**src/rtl/panel_pkg.sv**
```systemverilog
package panel_pkg;

    typedef enum logic [1:0] {
        ST_NORMAL    = 2'd0,
        ST_TEST      = 2'd1,
        ST_EXIT_WAIT = 2'd2
    } panel_mode_e;

    localparam int SEG_W = 7;

    // Hex nibble to active-high segments, bit 0 = a ... bit 6 = g
    function automatic logic [SEG_W-1:0] hex7_f(input logic [3:0] nib);
        logic [SEG_W-1:0] s;
        case (nib)
            4'h0: s = 7'h3F;
            4'h1: s = 7'h06;
            4'h2: s = 7'h5B;
            4'h3: s = 7'h4F;
            4'h4: s = 7'h66;
            4'h5: s = 7'h6D;
            4'h6: s = 7'h7D;
            4'h7: s = 7'h07;
            4'h8: s = 7'h7F;
            4'h9: s = 7'h6F;
            4'hA: s = 7'h77;
            4'hB: s = 7'h7C;
            4'hC: s = 7'h39;
            4'hD: s = 7'h5E;
            4'hE: s = 7'h79;
            default: s = 7'h71;
        endcase
        return s;
    endfunction

endpackage

```
**src/rtl/panel_mode_fsm.sv**
```systemverilog
module panel_mode_fsm
    import panel_pkg::*;
(
    input  logic        clk,
    input  logic        rst_n,
    input  logic        entry_ok_i,
    input  logic        exit_btn_i,
    output panel_mode_e mode_o
);

    panel_mode_e state_q, state_d;
    logic        armed_q, armed_d;

    // state register
    always_ff @(posedge clk) begin
        if (!rst_n) begin
            state_q <= ST_NORMAL;
            armed_q <= 1'b0;
        end else begin
            state_q <= state_d;
            armed_q <= armed_d;
        end
    end

    // next-state logic
    always_comb begin
        state_d = state_q;
        armed_d = armed_q;
        unique case (state_q)
            ST_NORMAL: begin
                armed_d = 1'b0;
                if (entry_ok_i) begin
                    state_d = ST_TEST;          // ENTER
                end
            end
            ST_TEST: begin
                if (armed_q && exit_btn_i) begin
                    state_d = ST_EXIT_WAIT;     // REQUEST
                end else if (!exit_btn_i) begin
                    armed_d = 1'b1;             // ARM
                end
            end
            ST_EXIT_WAIT: begin
                armed_d = 1'b0;
                if (!exit_btn_i) begin
                    state_d = ST_NORMAL;        // LEAVE
                end
            end
            default: begin
                state_d = ST_NORMAL;
                armed_d = 1'b0;
            end
        endcase
    end

    assign mode_o = state_q;

endmodule

```
**src/rtl/panel_host_regs.sv**
```systemverilog
module panel_host_regs #(
    parameter int LED_W  = 16,
    parameter int DISP_W = 28,
    parameter int HOST_W = 28
) (
    input  logic              clk,
    input  logic              rst_n,
    input  logic              we_i,
    input  logic              sel_i,
    input  logic [HOST_W-1:0] wdata_i,
    output logic [LED_W-1:0]  led_q_o,
    output logic [DISP_W-1:0] disp_q_o
);

    always_ff @(posedge clk) begin
        if (!rst_n) begin
            led_q_o  <= '0;
            disp_q_o <= '0;
        end else if (we_i) begin
            if (sel_i) begin
                disp_q_o <= wdata_i[DISP_W-1:0];
            end else begin
                led_q_o <= wdata_i[LED_W-1:0];
            end
        end
    end

endmodule

```
**src/rtl/panel_switch_decode.sv**
```systemverilog
module panel_switch_decode
    import panel_pkg::*;
#(
    parameter int NUM_DIG = 4,
    parameter int SW_PER_DIG = 2,
    localparam int NUM_SW = NUM_DIG * SW_PER_DIG,
    localparam int DISP_W = NUM_DIG * SEG_W
) (
    input  logic [NUM_SW-1:0] sw_i,
    output logic [DISP_W-1:0] seg_o
);

    for (genvar k = 0; k < NUM_DIG; k++) begin : g_dig
        logic [3:0] nib;
        assign nib = 4'(sw_i[k*SW_PER_DIG +: SW_PER_DIG]);
        assign seg_o[k*SEG_W +: SEG_W] = hex7_f(nib);
    end

endmodule

```
**src/rtl/panel_selftest_ctrl.sv**
```systemverilog
module panel_selftest_ctrl
    import panel_pkg::*;
#(
    parameter int NUM_BTN    = 16,
    parameter int NUM_SW     = 8,
    parameter int SW_PER_DIG = 2,
    parameter int EXIT_BTN   = 0,
    parameter int CHORD_B    = 7,
    parameter int CHORD_C    = 14,
    parameter int SW_UP      = 0,
    parameter int SW_DOWN    = 7,
    localparam int NUM_DIG   = NUM_SW / SW_PER_DIG,
    localparam int DISP_W    = NUM_DIG * SEG_W,
    localparam int HOST_W    = (NUM_BTN > DISP_W) ? NUM_BTN : DISP_W
) (
    input  logic               clk,
    input  logic               rst_n,
    input  logic [NUM_BTN-1:0] btn_i,
    input  logic [NUM_SW-1:0]  sw_i,
    input  logic               host_we_i,
    input  logic               host_sel_i,
    input  logic [HOST_W-1:0]  host_wdata_i,
    output logic [NUM_BTN-1:0] led_o,
    output logic [DISP_W-1:0]  seg_o,
    output logic               test_active_o
);

    panel_mode_e        mode;
    logic               entry_ok;
    logic [NUM_BTN-1:0] host_led;
    logic [DISP_W-1:0]  host_disp;
    logic [DISP_W-1:0]  sw_segs;

    assign entry_ok = sw_i[SW_UP] && !sw_i[SW_DOWN] &&
                      btn_i[EXIT_BTN] && btn_i[CHORD_B] && btn_i[CHORD_C];

    panel_mode_fsm u_fsm (
        .clk        (clk),
        .rst_n      (rst_n),
        .entry_ok_i (entry_ok),
        .exit_btn_i (btn_i[EXIT_BTN]),
        .mode_o     (mode)
    );

    panel_host_regs #(
        .LED_W  (NUM_BTN),
        .DISP_W (DISP_W),
        .HOST_W (HOST_W)
    ) u_regs (
        .clk      (clk),
        .rst_n    (rst_n),
        .we_i     (host_we_i),
        .sel_i    (host_sel_i),
        .wdata_i  (host_wdata_i),
        .led_q_o  (host_led),
        .disp_q_o (host_disp)
    );

    panel_switch_decode #(
        .NUM_DIG    (NUM_DIG),
        .SW_PER_DIG (SW_PER_DIG)
    ) u_dec (
        .sw_i  (sw_i),
        .seg_o (sw_segs)
    );

    // output routing per state
    always_comb begin
        unique case (mode)
            ST_TEST, ST_EXIT_WAIT: begin
                led_o         = btn_i;
                seg_o         = sw_segs;
                test_active_o = 1'b1;
            end
            default: begin
                led_o         = host_led;
                seg_o         = host_disp;
                test_active_o = 1'b0;
            end
        endcase
    end

endmodule

```
**config.mk**
```make
export PLATFORM = sky130hd
export DESIGN_NAME = panel_selftest_ctrl
export DESIGN_NICKNAME = d
export VERILOG_FILES = /design/src/rtl/panel_pkg.sv /design/src/rtl/panel_mode_fsm.sv /design/src/rtl/panel_host_regs.sv /design/src/rtl/panel_switch_decode.sv /design/src/rtl/panel_selftest_ctrl.sv
export SDC_FILE = /design/constraint.sdc
export NUM_CORES = 1
export LEC_CHECK = 0
export BUFFER_PORTS_ARGS = -buffer_cell sky130_fd_sc_hd__buf_2
export CAP_MARGIN = 20
export CORE_ASPECT_RATIO = 1.25
export CORE_UTILIZATION = 44
export DETAILED_ROUTE_END_ITERATION = 10
export PLACE_DENSITY = 0.77
export SYNTH_ARGS = -nofsm -noshare
export SYNTH_HDL_FRONTEND = slang
export SYNTH_SLANG_ARGS = --single-unit
```
**constraint.sdc**
```tcl
create_clock -name clk -period 1.6 [get_ports clk]
set_clock_uncertainty 0.15 [all_clocks]
set_input_delay 0.08 -clock clk [delete_from_list [all_inputs] [get_ports clk]]
set_output_delay 0.08 -clock clk [all_outputs]
set_load 0.03 [all_outputs]
```
# ---- Word level (Yosys, flattened, before mapping)
# Memory sizes are Yosys's and may differ from the RTL's.
# Index checks and enable logic that the tools add are counted.
dict set report totals {
  register_bits 47
  romBits 448
  in_bits 56
  output_inout_bits 45
  elab_cells 36
  mem_count 4
}
dict set report classes {
  n_eq_ne 5
  muxes 7
  bitwise_logic 3
  reduce_logical 13
}
# memory depth word_bits rd rd_ports_with_merged_regs wr line
set mem_list {}
lappend mem_list {{(no name shown)} 16 7 1 0 0 panel_pkg.sv:14} ;# case (nib)
lappend mem_list {{(no name shown)} 16 7 1 0 0 panel_pkg.sv:14}
lappend mem_list {{(no name shown)} 16 7 1 0 0 panel_pkg.sv:14}
lappend mem_list {{(no name shown)} 16 7 1 0 0 panel_pkg.sv:14}
# operator count
set op_table {}
lappend op_table {{$mux 28} 1}
lappend op_table {{$mux 16} 1}
lappend op_table {{$reduce_and 2->1} 4}
lappend op_table {{$mux 2} 3}
lappend op_table {{$pmux 2 s3} 1}
lappend op_table {{$logic_and 1x1->1} 5}
lappend op_table {{$ne 2x2->1 const B} 2}
lappend op_table {{$not 1->1} 3}
lappend op_table {{$reduce_and 3->1} 1}
lappend op_table {{$eq 2x1->1 const B} 1}
lappend op_table {{$eq 2x2->1 const B} 1}
lappend op_table {{$logic_not 2->1} 1}
lappend op_table {{$ne 2x1->1 const B} 1}
lappend op_table {{$reduce_or 2->1} 1}
lappend op_table {{$logic_not 1->1} 1}
lappend op_table {{$mux 1} 1}

# ---- Longest topological paths before layout
# Gate-level depths: netlist (run 1).
dict set report logic_depth {
  depth_word 7
  ltp_mapped 6
  mapped_depth_nobuf 5
}

# ---- By module
# From an unflattened synthesis (run 1), not the netlist that was laid out.
dict set report hier_totals {
  hier_cells 270
  area_unflattened_um2 2711.4
}
# module n_inst cells_per_inst area_each_um2 seq_area_each_um2
set by_module_without_submodules {}
lappend by_module_without_submodules {panel_host_regs 1 177 1680.4 880.8}
lappend by_module_without_submodules {panel_selftest_ctrl 1 52 728.2 0.0}
lappend by_module_without_submodules {panel_switch_decode 1 29 173.9 0.0}
lappend by_module_without_submodules {panel_mode_fsm 1 12 128.9 60.1}

# ---- Worst setup path after synthesis (run 1)
# No wires, ideal clock.
dict set report synth_timing {
  path_kind {register to output}
  from {register u_fsm.state_q[0], in the netlist u_fsm.mode_o[0]}
  to {output port seg_o[13]}
  t_arrival_ps 1925
  required_time_ps 1370
  path_slack_ps -555
  path_stages_with_launch 6
  path_buffers 2
  cell_sequence {dfxtp_1 -> inv_1 -> ha_1 -> buf_2 -> buf_2 -> o21ai_0}
}
dict set report synth_between {
  elab_chain_len 3
  elab_cells_between_ends 4
  cone_classes {eq/ne: 2; mux: 1; reduce/logical: 1}
}
# item line
set synth_lines {}
lappend synth_lines {{start, declared} panel_mode_fsm.sv:11} ;# panel_mode_e state_q, state_d;
lappend synth_lines {{start signal, assigned} panel_mode_fsm.sv:20} ;# state_q <= state_d;
lappend synth_lines {{$eq 2x1->1 or $eq 2x2->1 (tied branches)} panel_selftest_ctrl.sv:69} ;# unique case (mode)
lappend synth_lines {{$reduce_or 2->1 (*)} panel_selftest_ctrl.sv:69}
lappend synth_lines {{$mux 28 (*)} panel_selftest_ctrl.sv:69}
lappend synth_lines {{end, declared} panel_selftest_ctrl.sv:24} ;# output logic [DISP_W-1:0] seg_o,
# Mark *: on every way between the ends. The rest lies on a longest branch, timed or not.

# ---- Worst setup path in the final report (run 1)
dict set report layout_timing {
  from {register u_fsm.state_q[0], in the netlist u_fsm.mode_o[0]}
  to {output port seg_o[5]}
}
# Same word-level chain as after synthesis.

==> impl_metrics.tcl, run 1 <==
set metrics [dict create \
    ios 101 \
    wl_per_cell_um 14.4 \
    synth_area_mm2 0.00251 \
    numClockSinks 47 \
    ys_ff_latch 47 \
    overflow 0 \
    clock_path_buffers 2 \
    top_layer "met4" \
    power_density_mw_per_mm2 724 \
    grt_pass1_vias 2438 \
    htreeDepth 2 \
    cts_buffers 5 \
    dieWidth_um 69.6 \
    ys_seq_area_frac 0.375 \
    drcViolationCount 0 \
    end_kind "output pin" \
    grt_pass1_wl_um 11300 \
    setup_violations 44 \
    antenna_found_initial 0 \
    final_common_cell "nand2_1" \
    crit_path_start_kind "register" \
    path_class "register to output pin" \
    drt-initial-drc-count 60 \
    post_dp_cell_area_mm2 0.00317 \
    track_usage 0.237 \
    areaGrowthSynthToFinish_pct 59.8 \
    final-hold-violation-count 0 \
    tritoncts "done" \
    required_ps 1370 \
    rows 30 \
    place_congestion 0.731 \
    syn_inst 286 \
    ctsRootBufferMaster "clkbuf_8" \
    clkTransAtPathRegs_ps 90 \
    rsz0062_at_grt "yes" \
    hold_path_class "input port to register" \
    wl_met2_um 3760 \
    first_pass_iters 4 \
    start_util 0.458 \
    drt_wl_total_um 7090 \
    fin_tns_setup_ps -10600 \
    fin_crit_ps 1920 \
    die_h_um 86.5 \
    place_ws_ps -19.3 \
    outcome "finished with violations" \
    ys_types 29 \
    slew-limit-headroom 0.568 \
    antennaDiodeCount 0 \
    worst_pin_slew_ps 648 \
    ir_worst_vdd_mv 0.616 \
    fillCellCount 401 \
    met3_wirelength_um 326 \
    numPortBuffers 100 \
    synth_warnings 0 \
    vias 2446 \
    die_area_mm2 0.00602 \
    coreArea_mm2 0.00548 \
    stdcell_area_mm2 0.00402 \
    cp.arrival_ps 1690 \
    post-route-period-util 1.20 \
    hold_ws_ps 8.32 \
    crit_fanout 17 \
    drive_above_1_share 0.518 \
    drv_cap 0 \
    worst_slack_ps -320 \
    layout.nets 486 \
    syn_avg_cell_area_um2 8.78 \
    insertion_delay_ps 290 \
    slew_viol_final 0 \
    leakagePower_uw 0.00171 \
    syn-num-nets 346 \
    violations "setup timing" \
    final_antenna_net_count 0 \
    viasPerCell 4.98 \
    grt_max_degree 29 \
    drt-met1-wl_um 2860 \
    final_cell_mix "nand2_1 (76), buf_2 (56), buf_6 (47)" \
    fmax_ghz 0.521 \
    hpwl_um 4270 \
]
cells in the mapped netlist (all sizes together):
| master | instances | area share |
|---|---|---|
| a21oi | 6 | 0.013 |
| inv | 7 | 0.010 |
| buf | 16 | 0.053 |
| nor2b | 2 | 0.0050 |
| nand4 | 1 | 0.0025 |
| nand2 | 97 | 0.17 |
| o221a | 1 | 0.0045 |
| a22o | 1 | 0.0035 |
| ha | 4 | 0.020 |
| o22a | 4 | 0.014 |
| mux2i | 1 | 0.0040 |
| dfxtp | 47 | 0.37 |
| clkbuf | 4 | 0.0065 |
| o21ai | 4 | 0.0080 |
| and2 | 1 | 0.0025 |
| nor2 | 9 | 0.013 |
| a21boi | 44 | 0.16 |
| mux2 | 20 | 0.090 |
| or2 | 4 | 0.010 |
| nand2b | 1 | 0.0025 |
| o21a | 8 | 0.024 |
| nand3b | 4 | 0.012 |
state kept, by name (all words and copies together) (netlist names):
signal and flops:
u_regs.disp_q_o 28, u_regs.led_q_o 16, u_fsm.mode_o 2, u_fsm.armed_q 1
routing by layer:
metal | global-route usage | vias to the layer above
li1 | - | 1224
met1 | 0.267 | 1123
met2 | 0.440 | 83
met3 | 0.0419 | 16
met4 | 0.0965 | 0
met5 | 0 | -
final cells by class:
cell class | instances | area [µm²] | share of cell area
multi-input combinational | 212 | 1540 | 0.384
tap | 64 | 80.1 | 0.0199
clock inverter | 2 | 35.0 | 0.00873
clock buffer | 6 | 82.6 | 0.0206
timing repair buffer | 153 | 1310 | 0.325
sequential | 47 | 943 | 0.235
inverter | 7 | 26.3 | 0.00654
worst max-delay path, stage by stage, from the launching register on:
cell,delay [ps]
dfxtp_2,340
inv_2,50
ha_4,320
buf_12,160
mux2_2,360
buf_6,150
cells by family (layout without fill, tap and decap cells):
group                      Yosys count  count (layout)  synth area share
AOI/OAI and AO/OA                   68              68             0.229
DFF                                 47              47             0.375
adders and majority gates            4               4            0.0199
muxes                               21              21            0.0936
buffers and inverters               27             168            0.0697
and+or+nand+nor                    119             119             0.214
stage by stage:
step / util / instances / power, µW
2_1_floorplan: - / 286 / 1670
3_3_place_gp: 0.579 / 442 / 1840
3_5_place_dp: 0.579 / 442 / 1850
4_1_cts: 0.727 / 489 / 2920
5_1_grt: 0.733 / 491 / 3040
6_report: 0.733 / 491 / 2910
final timing paths:
kind	from	to	slack, ps	cells past startpoint
worst max-delay path	u_fsm.mode_o[0]$_SDFFE_PN0P_	seg_o[5]	-320	5
worst min-delay path	rst_n	u_fsm.armed_q$_SDFFE_PN0P_	8	3
worst max register to register	u_fsm.mode_o[1]$_SDFFE_PN0P_	u_fsm.mode_o[1]$_SDFFE_PN0P_	110	6
worst min register to register	u_fsm.armed_q$_SDFFE_PN0P_	u_fsm.armed_q$_SDFFE_PN0P_	310	2
where the power goes:
| part | switching, µW | internal (µW) |
|---|---|---|
| logic | 378 | 380 |
| registers | 27.9 | 1220 |
| clock network | 394 | 506 |
repair_timing:
action                                  in CTS  in global routing
resized for setup                          100                 10
hold buffers                                30                  0
endpoints found under the setup margin      45                 45
gates cloned                                 1                  0
hold endpoints to repair                    45                  0
buffers inserted                             8                  3
pin swaps                                    0                  1
(Power assumes the default switching activity.)
==> run 2: changes to the inputs <==
--- a/config.mk
+++ b/config.mk
@@ -8,9 +8,10 @@
 export BUFFER_PORTS_ARGS = -buffer_cell sky130_fd_sc_hd__buf_2
 export CAP_MARGIN = 20
 export CORE_ASPECT_RATIO = 1.25
-export CORE_UTILIZATION = 44
+export CORE_UTILIZATION = 45
 export DETAILED_ROUTE_END_ITERATION = 10
 export PLACE_DENSITY = 0.77
 export SYNTH_ARGS = -nofsm -noshare
 export SYNTH_HDL_FRONTEND = slang
+export SYNTH_HIERARCHICAL = 1
 export SYNTH_SLANG_ARGS = --single-unit
==> impl_metrics.tcl, run 2 <==
set metrics [dict create \
    cts_buffers 5 \
    path_class "register to output pin" \
    grt_pass1_wl_um 10600 \
    synth-main-ff-cell "dfxtp_1" \
    numClockSinks 47 \
    start_util 0.466 \
    drt-initial-drc-count 128 \
    cp-endpoint "seg_o[1]" \
    synth_area_mm2 0.00271 \
    post_dp_cell_area_mm2 0.00320 \
    viasPerCell 5.08 \
    rows 31 \
    fin_crit_ps 1900 \
    end_kind "output pin" \
    insertion_delay_ps 300 \
    worst_slack_ps -295 \
    drcViolationCount 0 \
    min_path_cells 3 \
    power.switching_fraction 0.301 \
    place_congestion 0.751 \
    cp.arrival_ps 1670 \
    die_area_mm2 0.00634 \
    antenna_found_initial 0 \
    overflow 0 \
    seq_power_share 0.459 \
    use_met1 0.240 \
    drv_cap 0 \
    clkTransAtPathRegs_ps 100 \
    numPortBuffers 100 \
    clock_path_buffers 2 \
    ys_seq_area_frac 0.347 \
    tritoncts "done" \
    required_ps 1370 \
    ys_ff_latch 47 \
    cp_cell_sequence "xnor2_4, buf_6, mux2_2, buf_4" \
    fmax_ghz 0.528 \
    crit_fanout 11 \
    drive_above_1_share 0.431 \
    htreeDepth 2 \
    setup_violations 44 \
    ys_types 25 \
    ys_top_cells_by_area "dfxtp_1 (35%), mux2_4 (22%), mux2i_1 (12%)" \
    ios 101 \
    dieWidth_um 71.4 \
    slowest_stage "dfxtp_4" \
    internal_power_uw 1910 \
    ctsRootBufferMaster "clkbuf_8" \
    fin_cells 467 \
    placed_cells 417 \
    syn_avg_cell_area_um2 10.0 \
    largest_reg_flops 28 \
    total_power_uw 2740 \
    leakagePower_uw 0.00189 \
    combPwrFrac 0.275 \
    cp-startpoint "u_fsm/mode_o[0]$_SDFFE_PN0P_" \
    areaGrowthSynthToFinish_pct 45.5 \
    clkPwrFrac 0.266 \
    hpwl_um 4050 \
    first_pass_iters 4 \
    ir_worst_vdd_mv 0.474 \
    yosysMostFrequentCell "nand2_1" \
    p_switching_uw 824 \
    fin_util 0.678 \
    gr-max-usage-layer "met2" \
    final-hold-violation-count 0 \
    wl_per_cell_um 15.7 \
    ys_async_sr_fraction 0 \
    final_antenna_net_count 0 \
    regMostFlops "u_regs/disp_q_o" \
    slew_viol_final 0 \
    synthTopCellsByCount "nand2_1 (61), dfxtp_1 (47), mux2_4 (39)" \
    post-route-period-util 1.18 \
    grt_pass1_vias 2256 \
    final_cell_mix "nand2_1 (61), buf_2 (57), dfxtp_1 (45)" \
    track_usage 0.216 \
    syn_inst 270 \
    vias 2371 \
    r2r-end "u_fsm/mode_o[0]$_SDFFE_PN0P_" \
    synth_edf_count 0 \
    synth_largest_area_cell "dfxtp_1" \
    r2r-start "u_fsm/mode_o[1]$_SDFFE_PN0P_" \
    rsz0062_at_grt "yes" \
    violations "setup timing" \
    hold_path_class "input port to register" \
    worstRegToRegCells 3 \
    synth_top_area_share 0.347 \
    stdcell_area_mm2 0.00395 \
    power_density_mw_per_mm2 693 \
    gr-usage-met3 0.0433 \
    final_common_cell "nand2_1" \
    coreArea_mm2 0.00582 \
    layout.nets 456 \
    grt_max_degree 41 \
    use_met2 0.411 \
    antennaDiodeCount 0 \
    reg2reg_slack_ps 470 \
    synth_warnings 6 \
    drt_wl_total_um 7350 \
    critPathMaxStageDelay_ps 370 \
    outcome "finished with violations" \
    die_h_um 88.8 \
    crit_path_start_kind "register" \
]
-- run 2: cell types whose count changed in the layout (fill, tap and decap cells not counted), moves of 12 or more --
cell	before	now
a21boi_2	20	0
o21ai_1	0	12
nand2_2	21	0
mux2_4	13	41
mux2i_1	1	32
nand4_1	1	13
buf_6	47	28
a21boi_1	24	0
nand2_1	76	61
-- run 2: metal layers --
metal  part of all wire  routed length [µm]  vias up
met2               0.53                3890       98
met1               0.40                2950     1094
met3              0.050                 366       17
met4              0.021                 151        0
met5                  0                   0        -
li1                   -                   -     1162
-- run 2: layout make-up --
type / count / area [µm²]
Clock buffer: 5 / 68.8
Clock inverter: 3 / 20.0
Fill cell: 439 / 1870
Inverter: 5 / 18.8
Multi-Input combinational cell: 190 / 1530
Sequential cell: 47 / 946
Tap cell: 66 / 82.6
Timing Repair Buffer: 151 / 1280
-- run 2: cell families after synthesis --
group | after synthesis | synth area share
and+or+nand+nor | 95 | 0.161
other | 1 | 0.00138
AOI/OAI and AO/OA | 14 | 0.0295
muxes | 76 | 0.355
xor gates and xnor gates | 1 | 0.0102
buffers and inverters | 36 | 0.0960
DFF | 47 | 0.347
-- run 2: stage by stage --
step	setup TNS, ps	hold WS [ps]	setup slack (ps)
floorplan	0	46.1	122
global placement	0	178	31.1
finish	-11860	17.0	-295
detailed placement	-0.821	178	-0.821
CTS	-12100	1.06	-317
global route	-14170	28.1	-348
-- run 2: repair_timing --
action	in CTS	in global routing
hold buffers	36	0
resized for setup	38	48
pin swaps	0	1
endpoints found under the setup margin	45	45
cloned	1	3
endpoints found under the hold margin	46	0
setup buffers	2	2
-- run 2: critical path: cells and delay by family, from the launching register on --
kind | cells | cell delay (ps)
buf+inv | 2 | 400
mux | 1 | 350
xor+xnor | 1 | 230
flops | 1 | 370
-- run 2: worst min-delay path by stage --
stage	slack, ps	end	start
after global placement	180	u_regs/disp_q_o[22]$_SDFFE_PN0P_	host_wdata_i[22]
after floorplan	50	u_fsm/mode_o[1]$_SDFFE_PN0P_	btn_i[0]
after global routing	30	u_regs/disp_q_o[0]$_SDFFE_PN0P_	rst_n
after detailed placement	180	u_regs/disp_q_o[18]$_SDFFE_PN0P_	host_wdata_i[18]
final	20	u_regs/disp_q_o[23]$_SDFFE_PN0P_	rst_n
after CTS	1	u_regs/disp_q_o[21]$_SDFFE_PN0P_	host_we_i
-- run 2: power groups by stage --
stage	sequential [µW]	combinational (µW)	clock (µW)
after floorplan	1270	442	0
after global placement	1280	582	0
after detailed placement	1280	590	0
after CTS	1260	692	750
after global routing	1260	795	793
final	1260	752	728
